**src/rtl/outage_seq_pkg.sv**
```systemverilog
package outage_seq_pkg;

    typedef enum logic [1:0] {
        ST_NORMAL    = 2'b00,
        ST_QUAL_LOSS = 2'b01,
        ST_BACKUP    = 2'b10,
        ST_QUAL_RET  = 2'b11
    } seq_state_t;

endpackage

```
**src/rtl/outage_sync.sv**
```systemverilog
module outage_sync #(
    parameter int   STAGES    = 2,
    parameter logic RESET_VAL = 1'b1
) (
    input  logic clk,
    input  logic rst_n,
    input  logic async_i,
    output logic sync_o
);
    logic [STAGES-1:0] chain_q;

    generate
        if (STAGES == 1) begin : g_single
            always_ff @(posedge clk or negedge rst_n) begin
                if (!rst_n) chain_q <= RESET_VAL;
                else        chain_q <= async_i;
            end
        end else begin : g_multi
            always_ff @(posedge clk or negedge rst_n) begin
                if (!rst_n) chain_q <= {STAGES{RESET_VAL}};
                else        chain_q <= {chain_q[STAGES-2:0], async_i};
            end
        end
    endgenerate

    assign sync_o = chain_q[STAGES-1];

    // the output follows the first stage one edge later
    p_chain_shift_r2: assert property (@(posedge clk) disable iff (!rst_n)
        (STAGES == 2) |=> sync_o == $past(chain_q[0]));
endmodule

```
**src/rtl/outage_hold_timer.sv**
```systemverilog
module outage_hold_timer #(
    parameter int HOLD_CYCLES = 160000
) (
    input  logic clk,
    input  logic rst_n,
    input  logic run_i,
    output logic done_o
);
    localparam int CW = (HOLD_CYCLES > 2) ? $clog2(HOLD_CYCLES) : 1;
    localparam logic [CW-1:0] DONE_AT = CW'(HOLD_CYCLES - 2);

    logic [CW-1:0] cnt_q;

    always_ff @(posedge clk or negedge rst_n) begin
        if (!rst_n)                 cnt_q <= '0;
        else if (!run_i)            cnt_q <= '0;
        else if (cnt_q != DONE_AT)  cnt_q <= cnt_q + 1'b1;
    end

    assign done_o = run_i && (cnt_q == DONE_AT);

    // an uninterrupted window advances by one sample per edge
    p_count_step_r3: assert property (@(posedge clk) disable iff (!rst_n)
        (run_i && !done_o) |=> cnt_q == $past(cnt_q) + 1'b1);

    // a broken window leaves the count at zero
    p_count_clear_r5: assert property (@(posedge clk) disable iff (!rst_n)
        !run_i |=> cnt_q == '0);
endmodule

```
**src/rtl/outage_xfer_seq.sv**
```systemverilog
module outage_xfer_seq
    import outage_seq_pkg::*;
#(
    parameter int HOLD_CYCLES = 160000,
    parameter int SYNC_STAGES = 2
) (
    input  logic       clk,
    input  logic       rst_n,
    input  logic       mains_ok_n_i,
    output logic       open_trig_o,
    output logic       shut_trig_o,
    output logic       xfer_o,
    output logic [1:0] phase_o
);
    seq_state_t state_q, state_d;
    logic       mains_s;
    logic       run;
    logic       done;
    logic       open_q, shut_q, xfer_q;

    outage_sync #(.STAGES(SYNC_STAGES), .RESET_VAL(1'b1)) u_sync (
        .clk     (clk),
        .rst_n   (rst_n),
        .async_i (mains_ok_n_i),
        .sync_o  (mains_s)
    );

    assign run = ((state_q == ST_QUAL_LOSS) && !mains_s) ||
                 ((state_q == ST_QUAL_RET)  &&  mains_s);

    outage_hold_timer #(.HOLD_CYCLES(HOLD_CYCLES)) u_timer (
        .clk    (clk),
        .rst_n  (rst_n),
        .run_i  (run),
        .done_o (done)
    );

    always_comb begin
        state_d = state_q;
        unique case (state_q)
            ST_NORMAL:    if (!mains_s) state_d = ST_QUAL_LOSS;      // loss_seen
            ST_QUAL_LOSS: if (mains_s)  state_d = ST_NORMAL;         // loss_abort
                          else if (done) state_d = ST_BACKUP;        // loss_commit
            ST_BACKUP:    if (mains_s)  state_d = ST_QUAL_RET;       // ret_seen
            ST_QUAL_RET:  if (!mains_s) state_d = ST_BACKUP;         // ret_abort
                          else if (done) state_d = ST_NORMAL;        // ret_commit
            default:      state_d = ST_NORMAL;
        endcase
    end

    always_ff @(posedge clk or negedge rst_n) begin
        if (!rst_n) state_q <= ST_NORMAL;
        else        state_q <= state_d;
    end

    always_ff @(posedge clk or negedge rst_n) begin
        if (!rst_n) begin
            open_q <= 1'b0;
            shut_q <= 1'b0;
            xfer_q <= 1'b0;
        end else begin
            open_q <= (state_q == ST_QUAL_LOSS) && !mains_s && done;
            shut_q <= (state_q == ST_QUAL_RET)  &&  mains_s && done;
            if ((state_q == ST_QUAL_LOSS) && !mains_s && done) xfer_q <= 1'b1;
            else if ((state_q == ST_QUAL_RET) && mains_s && done) xfer_q <= 1'b0;
        end
    end

    assign open_trig_o = open_q;
    assign shut_trig_o = shut_q;
    assign xfer_o      = xfer_q;
    assign phase_o     = state_q;

    p_trig_excl_r6: assert property (@(posedge clk) disable iff (!rst_n)
        !(open_q && shut_q));
    p_open_width_r6: assert property (@(posedge clk) disable iff (!rst_n)
        open_q |=> !open_q);
    p_shut_width_r6: assert property (@(posedge clk) disable iff (!rst_n)
        shut_q |=> !shut_q);
    p_xfer_rise_r8: assert property (@(posedge clk) disable iff (!rst_n)
        $rose(xfer_q) |-> open_q);
    p_xfer_fall_r8: assert property (@(posedge clk) disable iff (!rst_n)
        $fell(xfer_q) |-> shut_q);
    p_phase_xfer_r7: assert property (@(posedge clk) disable iff (!rst_n)
        phase_o[1] == xfer_q);
    p_loss_abort_r5: assert property (@(posedge clk) disable iff (!rst_n)
        (state_q == ST_QUAL_LOSS && mains_s) |=> (state_q == ST_NORMAL && !open_q));
    p_ret_abort_r5: assert property (@(posedge clk) disable iff (!rst_n)
        (state_q == ST_QUAL_RET && !mains_s) |=> (state_q == ST_BACKUP && !shut_q));
endmodule

```
**config.mk**
```make
export PLATFORM = sky130hd
export DESIGN_NAME = outage_xfer_seq
export DESIGN_NICKNAME = d
export VERILOG_FILES = /design/src/rtl/outage_seq_pkg.sv /design/src/rtl/outage_sync.sv /design/src/rtl/outage_hold_timer.sv /design/src/rtl/outage_xfer_seq.sv
export SDC_FILE = /design/constraint.sdc
export NUM_CORES = 1
export LEC_CHECK = 0
export BUFFER_PORTS_ARGS = -buffer_cell sky130_fd_sc_hd__buf_2
export CAP_MARGIN = 20
export CORE_UTILIZATION = 40
export DETAILED_ROUTE_END_ITERATION = 8
export GPL_TIMING_DRIVEN = 0
export PLACE_DENSITY_LB_ADDON = 0.12
export SLEW_MARGIN = 5
export SYNTH_ARGS = -nofsm -noshare
export SYNTH_HDL_FRONTEND = slang
export SYNTH_SLANG_ARGS = --single-unit
```
**constraint.sdc**
```tcl
create_clock -name clk -period 1.5 [get_ports clk]
set_clock_uncertainty 0.05 [all_clocks]
set_input_delay 0.075 -clock clk [delete_from_list [all_inputs] [get_ports clk]]
set_output_delay 0.075 -clock clk [all_outputs]
set_load 0.02 [all_outputs]
```
Word-level counts from Yosys, hierarchy flattened

Cells that the tools add are included.

Bits in registers: 25
Input port bits: 3
Output and inout port bits: 5
Word-level logic and storage cells: 38

Add/subtract/negate cells: 1
Eq/ne operators: 10
Mux-type cells: 11
Reductions and logical operators: 10

Operators with widths:

| kind                                                                   | count |
|---|---|
| 18-bit 2-to-1 mux                                                      | 2 |
| 18-bit by 1-bit adder with 18-bit output (second input constant)       | 1 |
| 18-bit equality test (second input constant)                           | 1 |
| 18-bit != test (second input constant)                                 | 1 |
| 2-bit 2-to-1 mux                                                       | 6 |
| 2-bit one-hot mux with 4 select lines                                  | 1 |
| 1-bit logical AND                                                      | 5 |
| 2-bit equality test (second input constant)                            | 2 |
| 2-bit != test (second input constant)                                  | 2 |
| 4-bit AND reduction                                                    | 1 |
| 3-bit by 2-bit != test with 1-bit output (second input constant)       | 1 |
| 3-bit != test (second input constant)                                  | 1 |
| 2-bit by 1-bit equality test with 1-bit output (second input constant) | 1 |
| 2-bit logical NOT                                                      | 1 |
| 1-bit 2-to-1 mux                                                       | 2 |
| 2-bit by 1-bit != test with 1-bit output (second input constant)       | 1 |
| 2-bit nonzero test                                                     | 1 |
| 1-bit logical NOT                                                      | 1 |
| 1-bit logical OR                                                       | 1 |

Depth between registers and ports, before layout

Depth after elaboration: 7
Gate-level depth with buffers: 8
Depth with buffers taken out: 7

Hierarchy

Synthesis repeated with hierarchy kept, for this count alone.

Cell total of the unflattened synthesis: 118
Area, all modules: 1257.5 um^2

By module, submodules not included:

| module            | instances | cells each | area an instance (um^2) | sequential area each (um^2) |
|---|---|---|---|---|
| outage_hold_timer | 1         | 100        | 994.7                   | 450.4 |
| outage_xfer_seq   | 1         | 16         | 210.2                   | 125.1 |
| outage_sync       | 1         | 2          | 52.6                    | 52.6 |

Least setup slack after synthesis

Ideal clock, no wire load.

Path kind: register to register
From: register u_timer.cnt_q[0]
To: register xfer_q, in the netlist xfer_o
Library setup time: 124 ps
Arrival time: 1553 ps
Required time: 1326 ps
Setup slack: -227 ps
Stages on the path, launching flop included: 8
Path buffers: 1
Period minus slack after synthesis: 1727 ps
Cell sequence: dfrtp_1 -> inv_1 -> ha_1 -> nor4bb_1 -> and4_1 -> buf_4 -> nand4_4 -> a211o_1

Cells in the longest elaborated chain, start to end: 4
Elaborated cells between the ends (all ways): 6
Classes of those cells: eq/ne (1); mux (1); reduce/logical (4)

Ends and longest elaborated chain:

| what                                                   | line                                         | RTL |
|---|---|---|
| start, declared                                        | outage_hold_timer.sv:12                      | `logic [CW-1:0] cnt_q;` |
| start signal, assigned                                 | outage_hold_timer.sv:17                      | `else if (cnt_q != DONE_AT) cnt_q <= cnt_q + 1'b1;` |
| 18-bit equality test *                                 | outage_hold_timer.sv:20                      | `assign done_o = run_i && (cnt_q == DONE_AT);` |
| 1-bit logical AND *                                    | outage_hold_timer.sv:20                      |  |
| 1-bit logical AND, on equally long branches            | outage_xfer_seq.sv:64, outage_xfer_seq.sv:65 |  |
| 1-bit 2-to-1 mux or 2-bit nonzero test (tied branches) | -                                            |  |
| end signal, assigned                                   | outage_xfer_seq.sv:60                        | `xfer_q <= 1'b0;` |
| end signal, assigned                                   | outage_xfer_seq.sv:64                        | `if ((state_q == ST_QUAL_LOSS) && !mains_s && done) xfer_q <= 1'b1;` |
| end signal, assigned                                   | outage_xfer_seq.sv:65                        | `else if ((state_q == ST_QUAL_RET) && mains_s && done) xfer_q <= 1'b0;` |
| end, declared                                          | outage_xfer_seq.sv:19                        | `logic open_q, shut_q, xfer_q;` |

Every way passes the cells marked *; elsewhere a longest branch is shown, timed or not.
A chain may end at the register's enable or synchronous reset.

Worst setup path in the final report

From: register u_timer.cnt_q[0]
To: register u_timer.cnt_q[6]

Cells in the longest elaborated chain, start to end: 3
Elaborated cells between the ends (all ways): 5
Classes of those cells: add/sub (1); eq/ne (2); mux (2)

Ends and longest elaborated chain:

| what                                     | line                    | RTL |
|---|---|---|
| 18-bit by 1-bit adder with 18-bit output | outage_hold_timer.sv:17 |  |
| 18-bit 2-to-1 mux                        | outage_hold_timer.sv:17 |  |
| 18-bit 2-to-1 mux                        | outage_hold_timer.sv:16 | `else if (!run_i) cnt_q <= '0;` |

Several ways; a longest one is shown, not always the timed one. The select of a mux whose other input is x is not followed.

==> metrics.txt <==
die width 57.0 um; TritonCTS clock tree done; FF+latch count, synth 25; failing checks setup timing; pre-CTS setup slack -0.360 ns; area grow syn2layout 29.5%; largest net degree at the start of global routing 26; Post-Synthesis Cells 117; Crit Reg-Reg Endpoint u_timer.cnt_q[6]$_DFFE_PN0P_; Worst Setup EP u_timer.cnt_q[6]$_DFFE_PN0P_; P_leak 0.679 nW; Pwr Density 671 nW/um^2; Residual DRC 0; worst reg2reg startpoint u_timer.cnt_q[0]$_DFFE_PN0P_; CP required 1.70 ns; clock buffer depth 2; Die Height 57.0 um; Peak Freq 573 MHz; run status complete, but fails checks; dpl hpwl 1570 um; Hold Fails Final Rpt 0; first-pass GRT wire length 4220 um; Initial Utilization 0.431; Post-Syn Nets 122; synthesized area 1210 um^2; vias in the first global route 912; Psw 0.244 mW; Tightest Hold Check Type in -> async; DR vias/cell 5.30; drt wl/cell 14.6 um; I/O Pins 8; Slew Viols, Final 0; Worst slew margin 0.629; overall routing resource usage 0.171; share of power burned in registers 0.656; RSZ-0062 raised after global routing yes; Yosys warnings 0; Core Rows 19; Fillers 254; FF/Latch Area 628 um^2; actual slew at the worst max-slew pin about 0.56 ns; final worst-path setup slack -0.246 ns; Post-synth EDFFs 0; CP Max Fanout 6; drt first pass iters 4; routability cong. 0.775; initial antenna violation count 0; Worst-path clk slew 0.14 ns; Max VDD drop between 0.0005 and 0.0006 V; logic gate share of total power 0.051; worst skew pair latency about 0.32 ns; total CTS buffers 3; max-cap violations 0; crit end category flop; register area share after synthesis 0.520; share of cells above drive strength 1 0.356; Clock Power Share 0.293; CP startpoint kind flop; Sw Ratio 0.232; R2R cell count 8; CP startpoint u_timer.cnt_q[0]$_DFFE_PN0P_; htree depth 1; Total Routed Length between 2000 and 3000 um; DRT iter0 DRCs 13; total grt overflow 0; Final Total Pwr 1.05 mW; Netlist cell types 30; CTS root buffer clkbuf_4; diode count 0; synthesized area per cell 10.3 um^2; worst reg2reg setup slack -0.25 ns; top_reg_cell synth dfrtp_1; Crit Path Category reg -> reg; Detail Route Antenna Nets 0; Sink Count 25; final setup fails 22; # port buffers 7; Via Count 938; Final Cycle Share 1.16; Synth async-reset ratio 1.00; core area 2810 um^2; Internal 0.807 mW; Die ar. 3250 um^2; fin nets 152; footprint of the multi-input gates 654 um^2; worst endpoint data arrival time 1.95 ns; post-layout min period 1.75 ns
-- cells in the mapped netlist (3+ instances only) --
library cell   n  area, um^2
inv_1          4        15.0
nand2_1        6        22.5
nand3_1        6        30.0
o21ai_0        3        15.0
nor2_1        17        63.8
nor3_1         3        15.0
and2_1         5        31.3
xnor2_1       12         105
a21oi_1        7        35.0
and4_1         3        26.3
dfrtp_1       23         576
-- logic make-up (layout without fill, tap and decap cells) --
group	after synthesis	in the layout	synth area share
xor gates and xnor gates	13	13	0.0942
AOI/OAI and AO/OA	16	16	0.0838
buffers and inverters	7	36	0.0279
adders and majority gates	2	2	0.0207
DFF	25	25	0.520
and+or+nand+nor	54	54	0.254
-- area by class of cell --
class                   instances  share of cell area
multi-input cells              85               0.418
well taps                      31              0.0248
flip-flops and latches         25               0.401
repair buffers                 25               0.112
plain buffers                   3              0.0176
inverters                       4             0.00959
clock buffers                   4              0.0168
-- cells in the final DEF (no fill, tap or decap), types with 2 or more instances in the layout --
cell           synthesis  final
dfrtp_1               23     23
nor2_1                17     17
buf_4                  2     16
xnor2_1               12     11
buf_2                  0      7
nand2_1                6      6
nand3_1                6      6
inv_1                  4      4
and2_1                 5      4
a21oi_1                7      4
and4_1                 3      3
nor3_2                 2      3
a21oi_2                0      3
clkbuf_4               0      3
buf_6                  0      2
a211oi_1               2      2
nand4_1                2      2
nor3_4                 0      2
o21ai_1                0      2
or3_4                  0      2
dlygate4sd3_1          0      2
dfstp_2                2      2
-- how the worst min path moves through the flow --
stage / startpoint / to / slack [ns] / depth (start not counted)
floorplan: rst_n / asynchronous set/reset pin / -0.27 / 0
detailed placement: rst_n / u_timer.cnt_q[4]$_DFFE_PN0P_ / 0.05 / 1
CTS: rst_n / u_timer.cnt_q[4]$_DFFE_PN0P_ / 0.23 / 2
finish: rst_n / u_timer.cnt_q[2]$_DFFE_PN0P_ / 0.20 / 2
global route: rst_n / u_timer.cnt_q[4]$_DFFE_PN0P_ / 0.25 / 2
global placement: rst_n / u_timer.cnt_q[5]$_DFFE_PN0P_ / 0.04 / 1
-- critical path, cell delays in order, from the launching register on --
cell and delay (ns):
dfrtp_1 0.42, inv_1 0.07, ha_2 0.17, nor4bb_4 0.18, and4_1 0.22, buf_6 0.14
nand2_2 0.10, and4_1 0.19, nor3_2 0.14
-- power by group through the flow --
stage	clock (mW)	combinational (mW)	sequential, mW
after floorplan	0	0.0140	0.703
after global placement	0	0.0379	0.703
after detailed placement	0	0.0385	0.703
after CTS	0.311	0.0488	0.690
after global routing	0.339	0.0592	0.691
final	0.308	0.0531	0.689
-- sequential cells by signal, summed over array words and instances (netlist names), named ones only --
signal          count
open_trig_o         1
u_timer.cnt_q      18
xfer_o              1
phase_o             1
shut_trig_o         1
u_sync.chain_q      2
-- stage by stage --
| stage | std cells | cell area [um^2] | util | setup TNS, ns | hold slack (ns) |
|---|---|---|---|---|---|
| after floorplan | 117 | 1220 | - | -0.356 | -0.271 |
| after global placement | 155 | 1300 | 0.463 | -4.95 | 0.0402 |
| after detailed placement | 155 | 1300 | 0.463 | -5.46 | 0.0474 |
| after CTS | 169 | 1450 | 0.516 | -3.39 | 0.233 |
| after global routing | 177 | 1570 | 0.558 | -5.55 | 0.252 |
| final | 177 | 1570 | 0.558 | -3.13 | 0.200 |
-- routing by layer --
metal | vias up | global-route usage | part of all wire
met5 | - | 0 | 0
met4 | 0 | 0.0697 | 0.022
met3 | 7 | 0.0204 | 0.022
met2 | 10 | 0.267 | 0.51
met1 | 458 | 0.242 | 0.45
li1 | 463 | - | -
-- timing repair --
item	4_1_cts	5_1_grt
hold buffers	2	0
buffers inserted	8	8
pin swaps	4	7
resized for setup	11	13
hold endpoints to repair	24	0
endpoints found under the setup margin	22	22
No activity file was read; power rests on OpenSTA's default activity.
